<file path="config.mk">
export PLATFORM = sky130hd
export DESIGN_NAME = bar_window_decoder
export DESIGN_NICKNAME = d
export VERILOG_FILES = /design/src/rtl/bwd_pkg.sv /design/src/rtl/bwd_cfg_ctrl.sv /design/src/rtl/bwd_datapath.sv /design/src/rtl/bar_window_decoder.sv
export SDC_FILE = /design/constraint.sdc
export NUM_CORES = 1
export LEC_CHECK = 0
export BUFFER_PORTS_ARGS = -buffer_cell sky130_fd_sc_hd__buf_2
export CORE_AREA = 2 2 109 111
export CTS_BUF_LIST = sky130_fd_sc_hd__clkbuf_8 sky130_fd_sc_hd__clkbuf_16
export DETAILED_ROUTE_END_ITERATION = 8
export DIE_AREA = 0 0 111 113
export GPL_TIMING_DRIVEN = 0
export SYNTH_ARGS = -nofsm -noshare
export SYNTH_HDL_FRONTEND = slang
export SYNTH_SLANG_ARGS = --single-unit
export TNS_END_PERCENT = 30
</file>
<file path="constraint.sdc">
create_clock -name clk -period 1.7 [get_ports clk]
set_input_delay 0.17 -clock clk [delete_from_list [all_inputs] [get_ports clk]]
set_output_delay 0.17 -clock clk [all_outputs]
set_load 0.02 [all_outputs]
</file>
<file path="src/rtl/bwd_pkg.sv">
package bwd_pkg;
  localparam int CFG_AW = 8;
  localparam logic [CFG_AW-1:0] CMD_OFF  = 8'h04;
  localparam logic [CFG_AW-1:0] BASE_LO_OFF = 8'h10;
  localparam logic [CFG_AW-1:0] BASE_HI_OFF = 8'h14;
  localparam int MEM_EN_BIT = 1;
  localparam logic [2:0] MEM64_TYPE = 3'b100;

  typedef enum logic [1:0] {
    SEL_NONE, SEL_CMD, SEL_BASE_LO, SEL_BASE_HI
  } cfgSel_e;

  typedef struct packed {
    logic    wrCmd;
    logic    wrBaseLo;
    logic    wrBaseHi;
    cfgSel_e rdSel;
  } cfgStrobe_t;
endpackage

</file>
<file path="src/rtl/bwd_cfg_ctrl.sv">
module bwd_cfg_ctrl
  import bwd_pkg::*;
(
  input  logic              cfgWrEn,
  input  logic [CFG_AW-1:0] cfgAddr,
  output cfgStrobe_t        strobe
);
  always_comb begin
    strobe = '{wrCmd: 1'b0, wrBaseLo: 1'b0, wrBaseHi: 1'b0, rdSel: SEL_NONE};
    unique case (cfgAddr)
      CMD_OFF: begin
        strobe.rdSel = SEL_CMD;
        strobe.wrCmd = cfgWrEn;
      end
      BASE_LO_OFF: begin
        strobe.rdSel    = SEL_BASE_LO;
        strobe.wrBaseLo = cfgWrEn;
      end
      BASE_HI_OFF: begin
        strobe.rdSel    = SEL_BASE_HI;
        strobe.wrBaseHi = cfgWrEn;
      end
      default: ;
    endcase
  end
endmodule

</file>
<file path="src/rtl/bwd_datapath.sv">
module bwd_datapath
  import bwd_pkg::*;
#(
  parameter int WIN_BITS   = 17,
  parameter int SLICE_BITS = 12
) (
  input  logic                           clk,
  input  logic                           rstN,
  input  cfgStrobe_t                     strobe,
  input  logic [31:0]                    cfgWrData,
  output logic [31:0]                    cfgRdData,
  input  logic                           reqValid,
  input  logic [63:0]                    reqAddr,
  output logic                           rspValid,
  output logic                           rspHit,
  output logic [WIN_BITS-SLICE_BITS-1:0] rspPort,
  output logic [SLICE_BITS-1:0]          rspOffset
);
  localparam int PORT_W = WIN_BITS - SLICE_BITS;
  localparam int BASE_W = 32 - WIN_BITS;
  localparam int PAD_W  = WIN_BITS - 3;

  logic              memEn;
  logic [BASE_W-1:0] baseLo;
  logic [31:0]       baseHi;
  logic              windowMatch;

  always_ff @(posedge clk or negedge rstN) begin
    if (!rstN) begin
      memEn  <= 1'b0;
      baseLo <= '0;
      baseHi <= '0;
    end else begin
      if (strobe.wrCmd)    memEn  <= cfgWrData[MEM_EN_BIT];
      if (strobe.wrBaseLo) baseLo <= cfgWrData[31:WIN_BITS];
      if (strobe.wrBaseHi) baseHi <= cfgWrData;
    end
  end

  assign windowMatch = memEn
                    && (reqAddr[63:32] == baseHi)
                    && (reqAddr[31:WIN_BITS] == baseLo);

  always_ff @(posedge clk or negedge rstN) begin
    if (!rstN) begin
      rspValid  <= 1'b0;
      rspHit    <= 1'b0;
      rspPort   <= '0;
      rspOffset <= '0;
    end else begin
      rspValid <= reqValid;
      rspHit   <= reqValid && windowMatch;
      if (reqValid && windowMatch) begin
        rspPort   <= reqAddr[WIN_BITS-1:SLICE_BITS];
        rspOffset <= reqAddr[SLICE_BITS-1:0];
      end else begin
        rspPort   <= '0;
        rspOffset <= '0;
      end
    end
  end

  always_comb begin
    unique case (strobe.rdSel)
      SEL_CMD:     cfgRdData = 32'(memEn) << MEM_EN_BIT;
      SEL_BASE_LO: cfgRdData = {baseLo, {PAD_W{1'b0}}, MEM64_TYPE};
      SEL_BASE_HI: cfgRdData = baseHi;
      default:     cfgRdData = '0;
    endcase
  end
endmodule

</file>
<file path="src/rtl/bar_window_decoder.sv">
module bar_window_decoder
  import bwd_pkg::*;
#(
  parameter int WIN_BITS   = 17,
  parameter int SLICE_BITS = 12
) (
  input  logic                           clk,
  input  logic                           rstN,
  input  logic                           cfgWrEn,
  input  logic [7:0]                     cfgAddr,
  input  logic [31:0]                    cfgWrData,
  output logic [31:0]                    cfgRdData,
  input  logic                           reqValid,
  input  logic [63:0]                    reqAddr,
  output logic                           rspValid,
  output logic                           rspHit,
  output logic [WIN_BITS-SLICE_BITS-1:0] rspPort,
  output logic [SLICE_BITS-1:0]          rspOffset
);
  cfgStrobe_t strobe;

  bwd_cfg_ctrl uCtrl (
    .cfgWrEn (cfgWrEn),
    .cfgAddr (cfgAddr),
    .strobe  (strobe)
  );

  bwd_datapath #(.WIN_BITS(WIN_BITS), .SLICE_BITS(SLICE_BITS)) uDp (
    .clk       (clk),
    .rstN      (rstN),
    .strobe    (strobe),
    .cfgWrData (cfgWrData),
    .cfgRdData (cfgRdData),
    .reqValid  (reqValid),
    .reqAddr   (reqAddr),
    .rspValid  (rspValid),
    .rspHit    (rspHit),
    .rspPort   (rspPort),
    .rspOffset (rspOffset)
  );
endmodule

</file>
==> flow_metrics.env, run 1 <==
export IMPL_synth_xor_area_frac=0.123
export IMPL_synth_top_area_frac=0.503
export IMPL_crit_path_start_kind="input port"
export IMPL_synth_common_cells="67 x dfrtp_1, 47 x xor2_1, 38 x mux2_2"
export IMPL_critical_path_cell_chain="buf_6 -> or4_4 -> nor4_4 -> buf_6 -> clkbuf_16 -> a22o_1 -> buf_6"
export IMPL_clock_skew_final_ns=0.00638
export IMPL_rsz0062_at_grt="yes"
export IMPL_cts_sinks=67
export IMPL_slew_headroom=0.410
export IMPL_ys_seq_elements=67
export IMPL_synth_distinct_cells=22
export IMPL_cts_tree="yes"
export IMPL_dr_pass1_iters=4
export IMPL_max_freq_ghz=0.548
export IMPL_syn_nets=375
export IMPL_vias=2844
export IMPL_worstSetupPathType="in2out"
export IMPL_drv_cap=0
export IMPL_hpwl_um=7470
export IMPL_antenna_found_initial=0
export IMPL_placed_cell_area_um2=4310
export IMPL_synthFlopType="dfrtp_1"
export IMPL_cpMostUsedCell="buf_6"
export IMPL_rows=39
export IMPL_ios=159
export IMPL_final_cells=608
export IMPL_drc=0
export IMPL_required_ns=1.53
export IMPL_final_max_slew_viol_count=0
export IMPL_worstSetupEndpointType="output pin"
export IMPL_finalWorstSetupSlack_ns=-0.123
export IMPL_h_tree_depth=3
export IMPL_seq_area_frac_synth=0.503
export IMPL_yosysMostFrequentCell="dfrtp_1"
export IMPL_routedWlPerCell_um=17.8
export IMPL_fin_setup_tns_ns=-3.45
export IMPL_clockBufferDepth=2
export IMPL_synth_fa_ha_area_frac=0
export IMPL_syn_avg_cell_area_um2=12.5
export IMPL_status="finished with violations"
export IMPL_synthMuxAreaShare=0.176
export IMPL_fillers=1016
export IMPL_cp_max_fo=7
export IMPL_critPathMaxStageDelay_ns=0.57
export IMPL_dieArea_um2=12500
export IMPL_slowest_stage="or4_4"
export IMPL_fin_crit_ns=1.82
export IMPL_violations="setup timing"
export IMPL_synthesis_area_um2=3330
export IMPL_dpl_cell_count=568
export IMPL_grt_usage=0.167
export IMPL_period_share=1.07
export IMPL_wl_um=10800
export IMPL_area_delta_synth_final_pct=66.3
export IMPL_synth_cells=267
export IMPL_drt_iter0_drc=145
export IMPL_timing_hold_worst_class="in2reg"
export IMPL_yosys_warnings=0
export IMPL_layout_drive_gt1_share=0.637
export IMPL_synth_edf_count=0
export IMPL_ir_drop_uv=455
export IMPL_powerDensity_nw_per_um2=684
export IMPL_max_slew_worst_pin_slew_ns=0.885
export IMPL_diodes=0
export IMPL_start_util=0.296
export IMPL_ys_async_sr_fraction=1.00
export IMPL_nets=568
export IMPL_cts_buffers_inserted=9
export IMPL_port_buffers=158
export IMPL_final_area_um2=5540
export IMPL_synth_largest_area_cell="dfrtp_1"
export IMPL_die_w_um=111
export IMPL_grt_max_degree=68
export IMPL_synth_area_leaders="dfrtp_1 50%, mux2_2 13%, xor2_1 12%"
export IMPL_antenna_left=0
export IMPL_grt_pass1_wl_um=15800
export IMPL_via_per_inst=4.68
export IMPL_overflow=0
export IMPL_core_um2=11300
export IMPL_final_core_util=0.492
export IMPL_path_clk_slew_ns=0.05
export IMPL_synth_simple_area_share=0.121
export IMPL_synth_compound_area_frac=0.0417
export IMPL_cts_root_buf="clkbuf_16"
export IMPL_critical_path_top_delay_family="simple AND/OR/NAND/NOR gates"
export IMPL_finalSetupViolCount=58
export IMPL_die_h_um=113
export IMPL_place_congestion=0.751
export IMPL_grt_pass1_vias=3001
export IMPL_crit_buf_inv=4
export IMPL_p_leak_nw=3.04
export IMPL_hold_viol=0
export IMPL_arrival_ns=1.65
export IMPL_insertion_delay_ns=0.32
export IMPL_synth_top_family_by_area="multiplexers"
-- cell families (layout without fill, tap and decap cells) --
logic type | count (synthesis) | after routing
buffers and inverters | 28 | 226
flip-flops | 67 | 67
AO/OA/AOI/OAI | 16 | 16
AND/OR/NAND/NOR | 60 | 60
multiplexers | 49 | 49
XOR/XNOR | 47 | 47
-- path summary, 6_finish.rpt --
path	start	to	depth (start not counted)	slack [ns]
setup / recovery	cfgAddr[3]	cfgRdData[30]	7	-0.12
setup reg to reg	uDp.baseHi[18]	uDp.rspOffset[0]	6	-0.08
min in group asynchronous	rstN	uDp.baseLo[10]	2	0.53
max in group asynchronous	rstN	uDp.baseLo[11]	2	0.60
hold reg to reg	uDp.memEn	uDp.memEn	1	0.54
hold / removal	reqAddr[13]	uDp.rspPort[1]	3	0.07
-- cell type report --
| cell class | count | area, um^2 | area share |
|---|---|---|---|
| Clock buffer | 11 | 253 | 0.0456 |
| Timing Repair Buffer | 182 | 1270 | 0.229 |
| Inverter | 17 | 63.8 | 0.0115 |
| Buffer | 11 | 188 | 0.0339 |
| Sequential cell | 67 | 1680 | 0.302 |
| Multi-Input combinational cell | 172 | 1890 | 0.342 |
| Tap cell | 143 | 179 | 0.0323 |
| Clock inverter | 5 | 21.3 | 0.00384 |
-- through the flow --
stage	hold WS [ns]	setup slack (ns)	total power, W
2_1_floorplan	-0.126	-0.162	0.00187
3_3_place_gp	0.300	-0.688	0.00208
3_5_place_dp	0.300	-0.716	0.00209
4_1_cts	0.0506	-0.128	0.00383
5_1_grt	0.0592	-0.184	0.00398
6_report	0.0657	-0.123	0.00379
-- repair_timing --
item,CTS,global route
buffers inserted,10,8
hold buffers,2,0
setup endpoints to repair,94,80
gates cloned,3,1
resized for setup,110,60
hold endpoints to repair,3,0
pin swaps,30,27
-- layer usage --
layer,vias to the layer above,global-route usage,routed length (um)
li1,1331,-,-
met3,8,0.0632,936
met1,1382,0.203,4410
met4,0,0.0433,117
met2,123,0.282,5350
met5,-,0,0
-- cell usage in the layout (no fill, tap or decap), drive strengths merged --
cell / instances
buf: 186
clkinv: 2
nor3: 2
and2: 15
dfrtp: 67
clkbuf: 16
a22o: 15
mux2i: 1
nor2: 1
nand4: 3
mux2: 48
a21o: 1
nand4b: 1
nand2b: 1
inv: 20
nand2: 5
xor2: 47
or4: 1
nor4: 31
dlygate4sd3: 2
-- sequential cells by signal, summed over array words and instances (netlist names) --
name,flops
uDp.baseHi,32
uDp.memEn,1
uDp.rspOffset,12
uDp.rspHit,1
uDp.rspPort,5
uDp.baseLo,15
uDp.rspValid,1
-- where the power goes --
| part | leakage (nW) | switching [W] | total [W] | internal (W) |
|---|---|---|---|---|
| registers | 0.925 | 0.0000514 | 0.00170 | 0.00165 |
| logic | 1.97 | 0.000194 | 0.000404 | 0.000211 |
| clock network | 0.149 | 0.000641 | 0.00169 | 0.00104 |
-- tightest hold or removal path, stage by stage --
cell,delay [ns]
buf_2,0.09
inv_1,0.05
nor4_2,0.04
Note: power is estimated with default switching activity, not from simulation.
==> run 2, diff against run 1 <==
clock period = 1.9 ns   (was 1.7 ns; I/O delays follow)
==> flow_metrics.env, run 2 (synthesis gave the netlist of run 1 again) <==
export IMPL_status="finished with violations"
export IMPL_violations="hold timing"
export IMPL_clockBufferDepth=2
export IMPL_rsz0062_at_grt="yes"
export IMPL_powerDensity_nw_per_um2=777
export IMPL_dieArea_um2=12500
export IMPL_crit_buf_inv=4
export IMPL_h_tree_depth=3
export IMPL_cts_sinks=67
export IMPL_worstSetupEndpointType="output pin"
export IMPL_via_per_inst=4.58
export IMPL_grt_busiest_layer="met2"
export IMPL_hold_viol=26
export IMPL_finalWorstSetupSlack_ns=0.0268
export IMPL_core_um2=11300
export IMPL_critPathMaxStageDelay_ns=0.57
export IMPL_final_common_cell="buf_2"
export IMPL_area_delta_synth_final_pct=44.7
export IMPL_final_cells=591
export IMPL_start_util=0.296
export IMPL_timing_hold_ws_ns=-0.0242
export IMPL_fin_crit_ns=1.87
export IMPL_p_leak_nw=2.73
export IMPL_met3_usage=0.0568
export IMPL_met2_usage=0.276
export IMPL_hpwl_um=7540
export IMPL_largest_register="uDp.baseHi"
export IMPL_path_clk_slew_ns=0.06
export IMPL_routedWlPerCell_um=16.9
export IMPL_worstSetupPathType="in2out"
export IMPL_dpl_cell_count=568
export IMPL_layout_drive_gt1_share=0.554
export IMPL_max_slew_worst_pin_slew_ns=0.876
export IMPL_cts_tree="yes"
export IMPL_rows=39
export IMPL_ir_drop_uv=435
export IMPL_antenna_left=0
export IMPL_overflow=0
export IMPL_ios=159
export IMPL_period_share=0.986
export IMPL_met1_usage=0.195
export IMPL_nets=551
export IMPL_slew_headroom=0.416
export IMPL_grt_pass1_vias=2901
export IMPL_drt_iter0_drc=53
export IMPL_port_buffers=158
export IMPL_place_congestion=0.749
export IMPL_drc=0
export IMPL_antenna_found_initial=1
export IMPL_cts_root_buf="clkbuf_16"
export IMPL_wl_um=9990
export IMPL_dr_pass1_iters=4
export IMPL_grt_max_degree=68
export IMPL_arrival_ns=1.68
export IMPL_die_h_um=113
export IMPL_max_freq_ghz=0.534
export IMPL_final_cell_mix="157 x buf_2, 67 x dfrtp_1, 47 x xor2_1, 38 x mux2_2, 22 x nor4_1"
export IMPL_die_w_um=111
export IMPL_finalSetupViolCount=0
export IMPL_required_ns=1.71
export IMPL_reg_top3="uDp.baseHi (32), uDp.baseLo (15), uDp.rspOffset (12)"
export IMPL_crit_path_start_kind="input port"
export IMPL_cts_buffers_inserted=9
export IMPL_vias=2704
export IMPL_slowest_stage="or4_4"
export IMPL_critical_path_top_delay_family="simple AND/OR/NAND/NOR gates"
export IMPL_grt_pass1_wl_um=15500
export IMPL_cp_max_fo=10
export IMPL_timing_hold_worst_class="in2async"
export IMPL_place_ws_ns=-0.569
export IMPL_insertion_delay_ns=0.32
export IMPL_critical_path_cell_chain="buf_2 -> or4_4 -> nor4_4 -> buf_6 -> clkbuf_16 -> a22o_1 -> buf_4"
export IMPL_final_max_slew_viol_count=0
export IMPL_diodes=0
export IMPL_drv_cap=0
export IMPL_clock_skew_final_ns=0.00553
export IMPL_largest_reg_flops=32
export IMPL_grt_usage=0.162
-- run 2: cell count changes in the layout (fill, tap and decap cells not counted), sizes merged --
cell,change
buf,-16
bufinv,+3
clkbuf,-1
clkinv,-2
clkinvlp,+1
dlygate4sd3,-1
inv,-1
-- run 2: worst register-to-register path: cells and delay by family (launching register included) --
| kind | cells | cell delay (ns) |
|---|---|---|
| DFF | 1 | 0.40 |
| xor gates and xnor gates | 1 | 0.17 |
| and+or+nand+nor | 3 | 0.71 |
| buffers and inverters | 2 | 0.36 |
-- run 2: metal layers --
metal | vias up | part of all wire
met5 | - | 0.00070
met1 | 1296 | 0.43
li1 | 1296 | -
met4 | 2 | 0.0099
met2 | 100 | 0.49
met3 | 10 | 0.074
-- run 2: repair_timing --
| item | in CTS | in global routing |
|---|---|---|
| setup endpoints to repair | 85 | 32 |
| buffers inserted | 5 | 1 |
| resized for setup | 17 | 16 |
| endpoints found under the hold margin | 1 | 0 |
| hold buffers | 1 | 0 |
| pin swaps | 6 | 1 |
-- run 2: worst paths after layout --
check	startpoint	end	slack, ns	depth (start not counted)
worst max register to register	uDp.baseHi[4]	uDp.rspOffset[7]	0.15	6
max in group asynchronous	rstN	uDp.rspPort[3]	1.34	1
min in group clk	reqAddr[8]	uDp.rspOffset[8]	0.08	3
worst min-delay path	rstN	uDp.baseHi[27]	-0.02	1
worst min register to register	uDp.memEn	uDp.memEn	0.54	1
worst max-delay path	cfgAddr[5]	cfgRdData[29]	0.03	7
-- run 2: power breakdown --
group	total (W)	switching (W)	internal (W)	leakage, nW
logic	0.000325	0.000150	0.000174	1.63
clock network	0.00190	0.000592	0.00131	0.171
registers	0.00152	0.0000449	0.00148	0.925
-- run 2: cell type report --
class,instances,area (um^2)
fillers,1101,6450
flip-flops and latches,67,1680
multi-input cells,172,1590
repair buffers,165,862
clock buffers,10,239
well taps,143,179
plain buffers,11,113
clock inverters,6,105
inverters,17,63.8
-- run 2: through the flow --
stage                     area, um^2  utilization  total power [W]  setup TNS, ns
after floorplan                 3340            -          0.00167              0
after global placement          4310        0.382          0.00186         -33.53
after detailed placement        4310        0.382          0.00187         -36.61
after CTS                       4770        0.423          0.00380              0
after global routing            4820        0.428          0.00391         -0.215
final                           4820        0.428          0.00375              0
